--- src/rtl/mw_pkg.sv ---
package mw_pkg;

   typedef enum logic [2:0] {
      WK_NONE,
      WK_WORD,
      WK_ERASE,
      WK_ERAL,
      WK_WRAL
   } wkind_e;

   typedef enum logic [2:0] {
      ST_IDLE,
      ST_CMD,
      ST_DATA,
      ST_ARMED,
      ST_WAITLOW,
      ST_READ
   } st_e;

   localparam logic [1:0] OP_EXT   = 2'b00;
   localparam logic [1:0] OP_WRITE = 2'b01;
   localparam logic [1:0] OP_READ  = 2'b10;
   localparam logic [1:0] OP_ERASE = 2'b11;

   localparam logic [1:0] EX_LOCK   = 2'b00;
   localparam logic [1:0] EX_FILL   = 2'b01;
   localparam logic [1:0] EX_CLRALL = 2'b10;
   localparam logic [1:0] EX_UNLOCK = 2'b11;

endpackage

--- src/rtl/mw_sync.sv ---
module mw_sync #(
   parameter int STAGES = 2
) (
   input  logic clk,
   input  logic rst_n,
   input  logic cs_i,
   input  logic sck_i,
   input  logic di_i,
   output logic cs_o,
   output logic di_o,
   output logic sck_rise
);
   localparam int W = 3;

   logic [W-1:0] tail;
   logic         sck_prev;

   if (STAGES < 1) begin : g_bad_stages
      $error("mw_sync: STAGES must be at least 1");
   end

   if (STAGES == 1) begin : g_one
      always_ff @(posedge clk or negedge rst_n) begin
         if (!rst_n) tail <= '0;
         else        tail <= {cs_i, sck_i, di_i};
      end
   end else begin : g_chain
      logic [STAGES-1:0][W-1:0] pipe;
      always_ff @(posedge clk or negedge rst_n) begin
         if (!rst_n) pipe <= '0;
         else        pipe <= {pipe[STAGES-2:0], {cs_i, sck_i, di_i}};
      end
      assign tail = pipe[STAGES-1];
   end

   always_ff @(posedge clk or negedge rst_n) begin
      if (!rst_n) sck_prev <= 1'b0;
      else        sck_prev <= tail[1];
   end

   assign cs_o     = tail[2];
   assign di_o     = tail[0];
   assign sck_rise = tail[1] & ~sck_prev;

endmodule

--- src/rtl/mw_busy.sv ---
module mw_busy #(
   parameter int CYCLES = 625000
) (
   input  logic clk,
   input  logic rst_n,
   input  logic start,
   output logic busy
);
   localparam int CW = $clog2(CYCLES + 1);

   logic [CW-1:0] cnt;

   if (CYCLES < 1) begin : g_bad_cycles
      $error("mw_busy: CYCLES must be at least 1");
   end

   always_ff @(posedge clk or negedge rst_n) begin
      if (!rst_n)          cnt <= '0;
      else if (start)      cnt <= CW'(CYCLES);
      else if (cnt != '0)  cnt <= cnt - 1'b1;
   end

   assign busy = (cnt != '0);

   // a start always opens the busy window
   p_busy_load_r9: assert property (@(posedge clk) disable iff (!rst_n)
      start |=> busy);

   // the window shrinks by exactly one per cycle
   p_busy_step_r9: assert property (@(posedge clk) disable iff (!rst_n)
      (busy && !start) |=> (cnt == $past(cnt) - 1'b1));

endmodule

--- src/rtl/mw_array.sv ---
module mw_array
   import mw_pkg::*;
#(
   parameter int WORDS  = 128,
   parameter int WORD_W = 16
) (
   input  logic                 clk,
   input  logic                 rst_n,
   input  logic                 org16,
   input  wkind_e               wr_kind,
   input  logic [$clog2(WORDS):0] wr_addr,
   input  logic [WORD_W-1:0]    wr_data,
   input  logic [$clog2(WORDS):0] rd_addr,
   output logic [WORD_W-1:0]    rd_data
);
   localparam int AW = $clog2(WORDS);
   localparam int HW = WORD_W / 2;

   logic [WORDS*WORD_W-1:0] flat;
   logic [AW-1:0]           wsel;
   logic [AW-1:0]           rsel;
   logic                    fill;
   logic                    ones;
   logic [WORD_W-1:0]       mask;
   logic [WORD_W-1:0]       val;
   logic [WORD_W-1:0]       rword;

   if (WORD_W < 4 || (WORD_W % 2) != 0) begin : g_bad_width
      $error("mw_array: WORD_W must be even and at least 4");
   end
   if (WORDS < 4 || (1 << AW) != WORDS) begin : g_bad_depth
      $error("mw_array: WORDS must be a power of two, at least 4");
   end

   assign fill = (wr_kind == WK_ERAL) || (wr_kind == WK_WRAL);
   assign ones = (wr_kind == WK_ERASE) || (wr_kind == WK_ERAL);
   assign wsel = org16 ? wr_addr[AW-1:0] : wr_addr[AW:1];

   always_comb begin
      if (org16 || fill)   mask = '1;
      else if (wr_addr[0]) mask = {{HW{1'b1}}, {HW{1'b0}}};
      else                 mask = {{HW{1'b0}}, {HW{1'b1}}};
      if (ones)            val = '1;
      else if (org16)      val = wr_data;
      else                 val = {2{wr_data[HW-1:0]}};
   end

   for (genvar i = 0; i < WORDS; i++) begin : g_word
      logic             hit;
      logic [WORD_W-1:0] q;
      assign hit = (wr_kind != WK_NONE) && (fill || (wsel == AW'(i)));
      always_ff @(posedge clk or negedge rst_n) begin
         if (!rst_n)   q <= '1;
         else if (hit) q <= (q & ~mask) | (val & mask);
      end
      assign flat[i*WORD_W +: WORD_W] = q;
   end

   assign rsel  = org16 ? rd_addr[AW-1:0] : rd_addr[AW:1];
   assign rword = flat[rsel*WORD_W +: WORD_W];

   always_comb begin
      if (org16)           rd_data = rword;
      else if (rd_addr[0]) rd_data = {{HW{1'b0}}, rword[WORD_W-1:HW]};
      else                 rd_data = {{HW{1'b0}}, rword[HW-1:0]};
   end

   // contents change only when a programming operation is issued
   p_mem_hold_r5: assert property (@(posedge clk) disable iff (!rst_n)
      (wr_kind == WK_NONE) |=> $stable(flat));

endmodule

--- src/rtl/mw_eeprom.sv ---
module mw_eeprom
   import mw_pkg::*;
#(
   parameter int WORDS        = 128,
   parameter int WORD_W       = 16,
   parameter int WRITE_CYCLES = 625000,
   parameter int SYNC_STAGES  = 2
) (
   input  logic clk,
   input  logic rst_n,
   input  logic cs,
   input  logic sck,
   input  logic sdi,
   input  logic org16,
   output logic sdo,
   output logic sdo_oe
);
   localparam int AW      = $clog2(WORDS);
   localparam int HW      = WORD_W / 2;
   localparam int IW      = $clog2(WORD_W);
   localparam int AB16    = AW + 1;
   localparam int AB8     = AW + 2;
   localparam int CMDW    = 2 + AB8;
   localparam int CNTW    = $clog2(CMDW + WORD_W + 1);
   localparam logic [CNTW-1:0] LAST16 = CNTW'(2 + AB16 - 1);
   localparam logic [CNTW-1:0] LAST8  = CNTW'(2 + AB8 - 1);
   localparam logic [CNTW-1:0] DLAST16 = CNTW'(WORD_W - 1);
   localparam logic [CNTW-1:0] DLAST8  = CNTW'(HW - 1);
   localparam logic [IW:0]     RD16   = (IW+1)'(WORD_W);
   localparam logic [IW:0]     RD8    = (IW+1)'(HW);

   logic cs_s, di_s, sck_rise, busy;

   st_e              st;
   wkind_e           kind_q;
   logic             org_q;
   logic [CMDW-1:0]  cmd_sr;
   logic [CNTW-1:0]  cnt;
   logic [WORD_W-1:0] data_sr;
   logic [AW:0]      addr_q;
   logic             wen_q;
   logic             stat_pend;
   logic             sdo_q;
   logic [IW:0]      rd_cnt;

   logic [CMDW-1:0]  cmd_nx;
   logic [1:0]       op_nx;
   logic [1:0]       ext_nx;
   logic [AW:0]      addr_nx;
   logic [AW:0]      addr_inc;
   logic [CNTW-1:0]  cmd_last;
   logic [CNTW-1:0]  data_last;
   logic [IW-1:0]    rd_idx;
   logic [WORD_W-1:0] rd_data;
   logic             prog_go;
   logic             stat_show;
   wkind_e           wr_kind;

   mw_sync #(.STAGES(SYNC_STAGES)) u_sync (
      .clk(clk), .rst_n(rst_n), .cs_i(cs), .sck_i(sck), .di_i(sdi),
      .cs_o(cs_s), .di_o(di_s), .sck_rise(sck_rise)
   );

   mw_busy #(.CYCLES(WRITE_CYCLES)) u_busy (
      .clk(clk), .rst_n(rst_n), .start(prog_go), .busy(busy)
   );

   mw_array #(.WORDS(WORDS), .WORD_W(WORD_W)) u_array (
      .clk(clk), .rst_n(rst_n), .org16(org_q), .wr_kind(wr_kind),
      .wr_addr(addr_q), .wr_data(data_sr), .rd_addr(addr_q), .rd_data(rd_data)
   );

   // command field decode on the incoming bit
   assign cmd_nx    = {cmd_sr[CMDW-2:0], di_s};
   assign op_nx     = org_q ? cmd_nx[AB16+1:AB16]   : cmd_nx[AB8+1:AB8];
   assign ext_nx    = org_q ? cmd_nx[AB16-1:AB16-2] : cmd_nx[AB8-1:AB8-2];
   assign addr_nx   = org_q ? {1'b0, cmd_nx[AW-1:0]} : cmd_nx[AW:0];
   assign cmd_last  = org_q ? LAST16 : LAST8;
   assign data_last = org_q ? DLAST16 : DLAST8;
   assign addr_inc  = org_q ? {1'b0, addr_q[AW-1:0] + AW'(1)} : addr_q + (AW+1)'(1);
   assign rd_idx    = IW'(rd_cnt - 1'b1);

   assign prog_go   = (st == ST_ARMED) && !cs_s && wen_q;
   assign wr_kind   = prog_go ? kind_q : WK_NONE;

   always_ff @(posedge clk or negedge rst_n) begin
      if (!rst_n) begin
         st        <= ST_IDLE;
         kind_q    <= WK_NONE;
         org_q     <= 1'b1;
         cmd_sr    <= '0;
         cnt       <= '0;
         data_sr   <= '0;
         addr_q    <= '0;
         wen_q     <= 1'b0;
         stat_pend <= 1'b0;
         sdo_q     <= 1'b0;
         rd_cnt    <= '0;
      end else begin
         if (prog_go) stat_pend <= 1'b1;
         if (!cs_s) begin
            st <= ST_IDLE;
         end else if (sck_rise) begin
            if (stat_pend) begin
               if (di_s) stat_pend <= 1'b0;
            end else begin
               unique case (st)
                  ST_IDLE: begin
                     if (di_s && !busy) begin
                        st     <= ST_CMD;
                        org_q  <= org16;
                        cnt    <= '0;
                        cmd_sr <= '0;
                     end
                  end
                  ST_CMD: begin
                     cmd_sr <= cmd_nx;
                     cnt    <= cnt + 1'b1;
                     if (cnt == cmd_last) begin
                        addr_q <= addr_nx;
                        cnt    <= '0;
                        unique case (op_nx)
                           OP_READ: begin
                              st     <= ST_READ;
                              sdo_q  <= 1'b0;
                              rd_cnt <= org_q ? RD16 : RD8;
                           end
                           OP_WRITE: begin
                              st     <= ST_DATA;
                              kind_q <= WK_WORD;
                           end
                           OP_ERASE: begin
                              st     <= ST_ARMED;
                              kind_q <= WK_ERASE;
                           end
                           default: begin
                              unique case (ext_nx)
                                 EX_UNLOCK: begin wen_q <= 1'b1; st <= ST_WAITLOW; end
                                 EX_LOCK:   begin wen_q <= 1'b0; st <= ST_WAITLOW; end
                                 EX_CLRALL: begin kind_q <= WK_ERAL; st <= ST_ARMED; end
                                 default:   begin kind_q <= WK_WRAL; st <= ST_DATA; end
                              endcase
                           end
                        endcase
                     end
                  end
                  ST_DATA: begin
                     data_sr <= {data_sr[WORD_W-2:0], di_s};
                     cnt     <= cnt + 1'b1;
                     if (cnt == data_last) st <= ST_ARMED;
                  end
                  ST_READ: begin
                     sdo_q <= rd_data[rd_idx];
                     if (rd_cnt == (IW+1)'(1)) begin
                        addr_q <= addr_inc;
                        rd_cnt <= org_q ? RD16 : RD8;
                     end else begin
                        rd_cnt <= rd_cnt - 1'b1;
                     end
                  end
                  default: ;
               endcase
            end
         end
      end
   end

   assign stat_show = stat_pend & cs_s;
   assign sdo_oe    = stat_show | (st == ST_READ);
   assign sdo       = stat_show ? ~busy : sdo_q;

   // a busy window only ever follows an unlocked command
   p_locked_r5: assert property (@(posedge clk) disable iff (!rst_n)
      $rose(busy) |-> $past(wen_q));

   // entering a read shows the leading zero bit
   p_dummy_zero_r3: assert property (@(posedge clk) disable iff (!rst_n)
      $rose(st == ST_READ) |-> (sdo_oe && !sdo));

   // a 1 clocked in during status releases the output
   p_release_r10: assert property (@(posedge clk) disable iff (!rst_n)
      (stat_show && sck_rise && di_s) |=> !sdo_oe);

   // no frame starts while the busy window runs
   p_busy_blocks_r11: assert property (@(posedge clk) disable iff (!rst_n)
      (busy && !stat_pend && st == ST_IDLE) |=> (st == ST_IDLE));

   // a finished window reports ready while status is shown
   p_status_ready_r9: assert property (@(posedge clk) disable iff (!rst_n)
      (stat_show && !busy) |-> (sdo_oe && sdo));

endmodule

--- config.mk ---
export PLATFORM = sky130hd
export DESIGN_NAME = mw_eeprom
export DESIGN_NICKNAME = d
export VERILOG_FILES = /design/src/rtl/mw_pkg.sv /design/src/rtl/mw_sync.sv /design/src/rtl/mw_busy.sv /design/src/rtl/mw_array.sv /design/src/rtl/mw_eeprom.sv
export SDC_FILE = /design/constraint.sdc
export NUM_CORES = 2
export LEC_CHECK = 0
export ABC_AREA = 1
export BUFFER_PORTS_ARGS = -buffer_cell sky130_fd_sc_hd__buf_2
export CAP_MARGIN = 20
export CORE_MARGIN = 3
export CORE_UTILIZATION = 30
export CTS_CLUSTER_SIZE = 10
export DETAILED_ROUTE_END_ITERATION = 16
export HOLD_SLACK_MARGIN = 0.05
export SETUP_SLACK_MARGIN = 0.05
export SLEW_MARGIN = 25
export SYNTH_ARGS = -nofsm -noshare
export SYNTH_HDL_FRONTEND = slang
export SYNTH_SLANG_ARGS = --single-unit
--- constraint.sdc ---
create_clock -name clk -period 3.7 [get_ports clk]
set_input_delay 0.37 -clock clk [delete_from_list [all_inputs] [get_ports clk]]
set_output_delay 0.37 -clock clk [all_outputs]
set_load 0.03 [all_outputs]
**Word level (Yosys, flattened, before mapping)**

Cells that the tools add are included.

- Shift-type cells: 1
- Add/sub/neg operators: 5
- Bitwise gates (word level): 266
- Magnitude comparators: 1
- Mux-type cells: 52
- Reduce and logical (&&, ||, !) cells: 285
- Equal/unequal tests: 153

Operators with widths:

| kind | count |
|---|---|
| 16-bit bitwise AND | 129 |
| 16-bit bitwise OR | 128 |
| 2048-bit by 12-bit indexed part select with 16-bit output | 1 |
| 7-bit equality test, second input constant | 64 |
| 7-bit by 6-bit equality test with 1-bit output, second input constant | 32 |
| 1-bit logical AND | 131 |
| 1-bit logical OR | 131 |
| 7-bit by 5-bit equality test with 1-bit output, second input constant | 16 |
| 16-bit 2-to-1 mux | 5 |
| 7-bit by 4-bit equality test with 1-bit output, second input constant | 8 |
| 20-bit 2-to-1 mux | 2 |
| 8-bit 2-to-1 mux | 5 |
| 5-bit 2-to-1 mux | 6 |
| 7-bit by 3-bit equality test with 1-bit output, second input constant | 4 |
| 3-bit case mux with 3 select lines | 3 |
| 3-bit 2-to-1 mux | 7 |
| 10-bit case mux with 2 select lines | 1 |
| 20-bit nonzero test | 1 |
| 20-bit by 1-bit subtractor with 20-bit output, second input constant | 1 |
| 6-bit AND reduction | 3 |
| 16-bit inverter | 1 |
| 8-bit case mux with 2 select lines | 1 |
| 5-bit case mux with 3 select lines | 1 |
| 5-bit AND reduction | 3 |
| 40 further kinds | 79 |

- Output and inout port bits: 2
- Flip-flop bits (word level): 2129
- Logic and storage cells: 906
- Bits of input ports: 6

**Logic depth before layout (Yosys ltp)**

- Depth after elaboration: 11
- Gate-level depth with buffers: 26
- Gate-level depth less buffers: 22

**Hierarchy**

From an unflattened synthesis, not the netlist that was laid out.

- Cells, all modules: 13186
- Area total of the unflattened synthesis: 105802.7 µm²

Modules (own cells, without submodules):

| module | area an instance (µm²) | cells an instance | times used | seq. area each (µm²) |
|---|---|---|---|---|
| mw_array | 101095.7 | 12585 | 1 | 53811.6 |
| mw_eeprom | 3164.3 | 411 | 1 | 1352.5 |
| mw_busy | 1357.6 | 181 | 1 | 500.5 |
| mw_sync | 185.2 | 9 | 1 | 175.2 |

**Worst setup path before layout**

Ideal clock, no wire load.

- Path type: flip-flop to flip-flop
- Start point: register org_q
- End point: register sdo_q
- Cell stages (with the launch flop): 23
- Library setup time: 116 ps
- Required time: 3584 ps
- Slack: 1086 ps
- Period minus slack after synthesis: 2614 ps
- Buffers on the path: 5
- Arrival: 2497 ps
- Cell sequence: dfstp_2 > buf_4 > buf_6 > buf_4 > nand2_1 > o21ai_2 > inv_2 > nor2_4 > buf_4 > buf_2 > o21ai_0 > nand2_1 > o21ai_0 > nand3_1 > nand2_1 > nand2_1 > nand3_1 > nand3_1 > nand3_1 > nand2_1 > nand2_1 > nand2_1 > nand2_1

- Longest elaborated chain between the ends: 7
- Elaborated cells between the ends (all ways): 14
- Those cells by class: eq/ne: 4; shift: 1; mux: 8; reduce/logical: 1

Ends and longest elaborated chain:

| element | line | text |
|---|---|---|
| from (decl) | mw_eeprom.sv:36 | `logic org_q;` |
| from (signal assigned) | mw_eeprom.sv:111 | `org_q <= org16;` |
| 7-bit 2-to-1 mux | mw_array.sv:59 | `assign rsel = org16 ? rd_addr[AW-1:0] : rd_addr[AW:1];` |
| 2048-bit by 12-bit indexed part select with 16-bit output | mw_array.sv:60 | `assign rword = flat[rsel*WORD_W +: WORD_W];` |
| 8-bit 2-to-1 mux | mw_array.sv:64 | `else if (rd_addr[0]) rd_data = {{HW{1'b0}}, rword[WORD_W-1:HW]};` |
| 16-bit 2-to-1 mux | mw_array.sv:63 | `if (org16) rd_data = rword;` |
| 1-bit binary-select mux with 4-bit select | mw_eeprom.sv:153 | `sdo_q <= rd_data[rd_idx];` |
| 1-bit 2-to-1 mux (not written as such) | mw_eeprom.sv:153 |  |
| 1-bit case mux with 2 select lines | mw_eeprom.sv:107 | `unique case (st)` |
| to (signal assigned) | mw_eeprom.sv:153 |  |
| to (decl) | mw_eeprom.sv:43 | `logic sdo_q;` |

Several ways; a longest one is shown, not always the timed one. The select of a mux whose other input is x is not followed.
A chain may end at the register's enable or synchronous reset.

**Worst setup path after layout**

Ends and elaborated chain as after synthesis.

==> results.cfg <==
[run_status]
outcome = finished with violations
failed_checks = negative setup slack

[yosys]
synth.most_common_cell = nand2_1
synthDistinctLibCells = 52
ys_seq_elements = 2129
synth_area_sq_um = 104500
synthTopCellsByCount = nand2_1 (4,744), o21ai_0 (2,493), dfstp_2 (2,049), inv_1 (1,003), nor2_1 (873)
synth_edf_count = 0
synth_cells = 13540
synth_area_leaders = dfstp_2 (52%), nand2_1 (17%), o21ai_0 (12%), inv_1 (3.6%), nor2_1 (3.1%)
ys_seq_area_share_pct = 53.45
yosysTopAreaCell = dfstp_2
syn_nets = 13550
async_flop_share_pct = 100.0
ys.flop_type = dfstp_2
syn_area_per_cell_sq_um = 7.718
synth-warning-count = 0
yosys.area.top_type_share_pct = 51.53

[finish]
multi_input_area_sq_um = 41140
regArea_sq_um = 55840
stdcell_count = 18210
drive_above_1_share_pct = 23.79
fill_cells = 36370
fin_util_pct = 34.77
nets = 13560
syn2layout_area_growth_pct = 15.32
final_cell_area_sq_um = 120500

[cts]
cts_root_buf = clkbuf_16
clockBufferDepth = 4
htreeDepth = 4
cts_num_sinks = 2129
cts_tree = done
clk_pin_slew_ns = 0.06
clock_latency_ns = 0.90
numCtsBuffers = 247

[setup_path]
slowest_stage = dfstp_2
path_max_fanout = 21
crit_family = simple AND/OR/NAND/NOR gates
critical_path_buf_inv_count = 6
ff2ff_setup_slack_ns = -0.002
crit_chain = buf_12 > nand2_1 > o21ai_4 > buf_12 > buf_4 > buf_4 > buf_4 > buf_12 > o21ai_0 > nand2_1 > nand2_1 > nand2_1 > o21ai_0 > nand2_1 > nand2_1 > nand3_1 > nand3_1 > nand3_1 > nand3_1 > nand2_4 > nand2_1 > nand2_1 > nand2_1
crit_top_cell = nand2_1
r2r-end = sdo_q
setup.worst_path.start_class = register
critPathArrivalTime_ns = 4.49
reg2reg_from = org_q
max_stage_delay_ns = 0.55
critPathKind = register to register
r2r_cells = 23
crit_required_ns = 4.49
crit_path_end_kind = register

[drt]
ant_nets = 0
wl_per_cell_microns = 19.40
wirelength_mm = 353.3
drtIter0Drc = 9264
drt_first_pass_iters = 7
vias_per_cell = 4.931
num_vias = 89820
drc_errors = 0

[run]
cap_violations = 0

[timing]
worst_slew_pin_slew_ns = 1.062
timing.fmax_mhz = 270.1
timing.final.crit_period_ns = 3.702
slew_viol_final = 0
finClkSkew_ns = 0.06914
slew_headroom_pct = 29.23
hold_slack_ns = 0.08389
rsz0062_at_grt = true
setup_viol = 1
timing.final.crit_share_pct = 100.1
final_hold_viol_count = 0
timing.final.ws_setup_ns = -0.002262

[die]
die_h_microns = 596.1
io_pins = 8
coreArea_sq_um = 346500
rows = 216
die-width_microns = 596.1
die_area_sq_um = 355300
start_util_pct = 30.15

[power_and_ir_drop]
p_switching_mw = 40.15
powerDensity_nw_per_um2 = 748.6
leakage_nw = 45.38
internal-power_mw = 50.03
clkPwrFrac_pct = 24.3
combPwrFrac_pct = 49.5
peakVddDrop_uv = 607.2
p_sw_share_pct = 44.52
p_seq_share_pct = 26.2

[place]
port_buffers = 7
placedInstanceArea_sq_um = 113000
gp_congestion = 0.9262
dp_hpwl_mm = 229.0
dpl_worst_slack_ns = -0.4158
placed_cells = 17850

[global_route]
grt_pass1_vias = 84870
grt_usage_pct = 19.51
grt_pass1_wl_mm = 540.3
antenna_found_initial = 12
grt-ovfl-total = 0
grt_max_degree = 145

[worst_hold_path]
min_path_type = input port to asynchronous set/reset pin
==> through the flow <==
| step | TNS [ns] | power (mW) |
|---|---|---|
| after detailed placement | -0.4194 | 66.64 |
| after global routing | -0.08314 | 95.32 |
| final | -0.002262 | 90.18 |
| after global placement | -0.4389 | 66.76 |
| after floorplan | 0 | 47.77 |
| after CTS | 0 | 89.80 |
==> repair_timing <==
| action | 4_1_cts | 5_1_grt |
|---|---|---|
| cloned | 7 | 0 |
| endpoints found under the hold margin | 90 | 0 |
| hold buffers | 5 | 0 |
| setup buffers | 7 | 5 |
| gates resized for setup | 30 | 55 |
| pin swaps | 5 | 3 |
| endpoints found under the setup margin | 9 | 263 |
==> kinds of logic (layout without fill, tap and decap cells) <==
logic type | count (synthesis) | in the layout | synth area share, %
compound gates | 3144 | 3144 | 15.21
xor+xnor | 5 | 5 | 0.04192
fa+ha+maj | 9 | 9 | 0.1078
buf+inv | 1969 | 2058 | 7.555
flops | 2129 | 2129 | 53.45
mux | 2 | 2 | 0.02036
other cells | 0 | 9 | 0
simple gates | 6277 | 6279 | 23.62
==> power groups by stage <==
stage               sequential (mW)  combinational (mW)  clock, mW
finish                         23.6                44.6       21.9
floorplan                      23.9                23.9          0
global route                   23.6                48.4       23.3
CTS                            23.6                43.8       22.4
detailed placement             23.9                42.7          0
global placement               23.9                42.8          0
==> how the worst max path moves through the flow <==
stage | startpoint | to | slack (ns) | depth (start not counted)
5_1_grt | org_q | sdo_q | -0.08 | 27
2_1_floorplan | org_q | sdo_q | 1.09 | 22
3_3_place_gp | addr_q[2] | sdo_q | -0.44 | 21
6_report | org_q | sdo_q | -0.002 | 23
4_1_cts | org_q | register | 0.07 | 11
3_5_place_dp | addr_q[2] | sdo_q | -0.42 | 21
==> worst register-to-register path: cells and delay by family, from the launching register on <==
| family | cells | cell delay [ns] |
|---|---|---|
| DFF | 1 | 0.55 |
| and+or+nand+nor | 14 | 1.58 |
| buffers and inverters | 6 | 1.09 |
| AOI/OAI and AO/OA | 3 | 0.37 |
==> layer usage <==
metal	GRT usage, %	wire length, microns	up-vias
met5	0	40	-
met4	5.837	11210	6
met3	3.579	27080	575
met2	30.60	157900	3010
met1	27.27	157000	43410
li1	-	-	42820
==> layout make-up <==
class	count	area share, %
repair buffers	710	5.847
clock buffers	319	5.531
clock inverters	10	0.1174
multi-input cells	9439	34.15
diodes	9	0.01869
flip-flops and latches	2129	46.35
inverters	1019	3.231
well taps	4578	4.755
==> placed cells by master (no fill, tap or decap), types with 28 or more instances in the layout <==
cell type,n
nor2_1,854
o21ai_0,2485
buf_4,566
clkbuf_16,249
dfrtp_1,80
clkbuf_1,53
nand2_1,4737
or2_2,72
buf_12,120
dfstp_2,2049
o21ai_1,562
a21oi_1,28
inv_1,985
nand3_1,445
(Power assumes the default switching activity.)
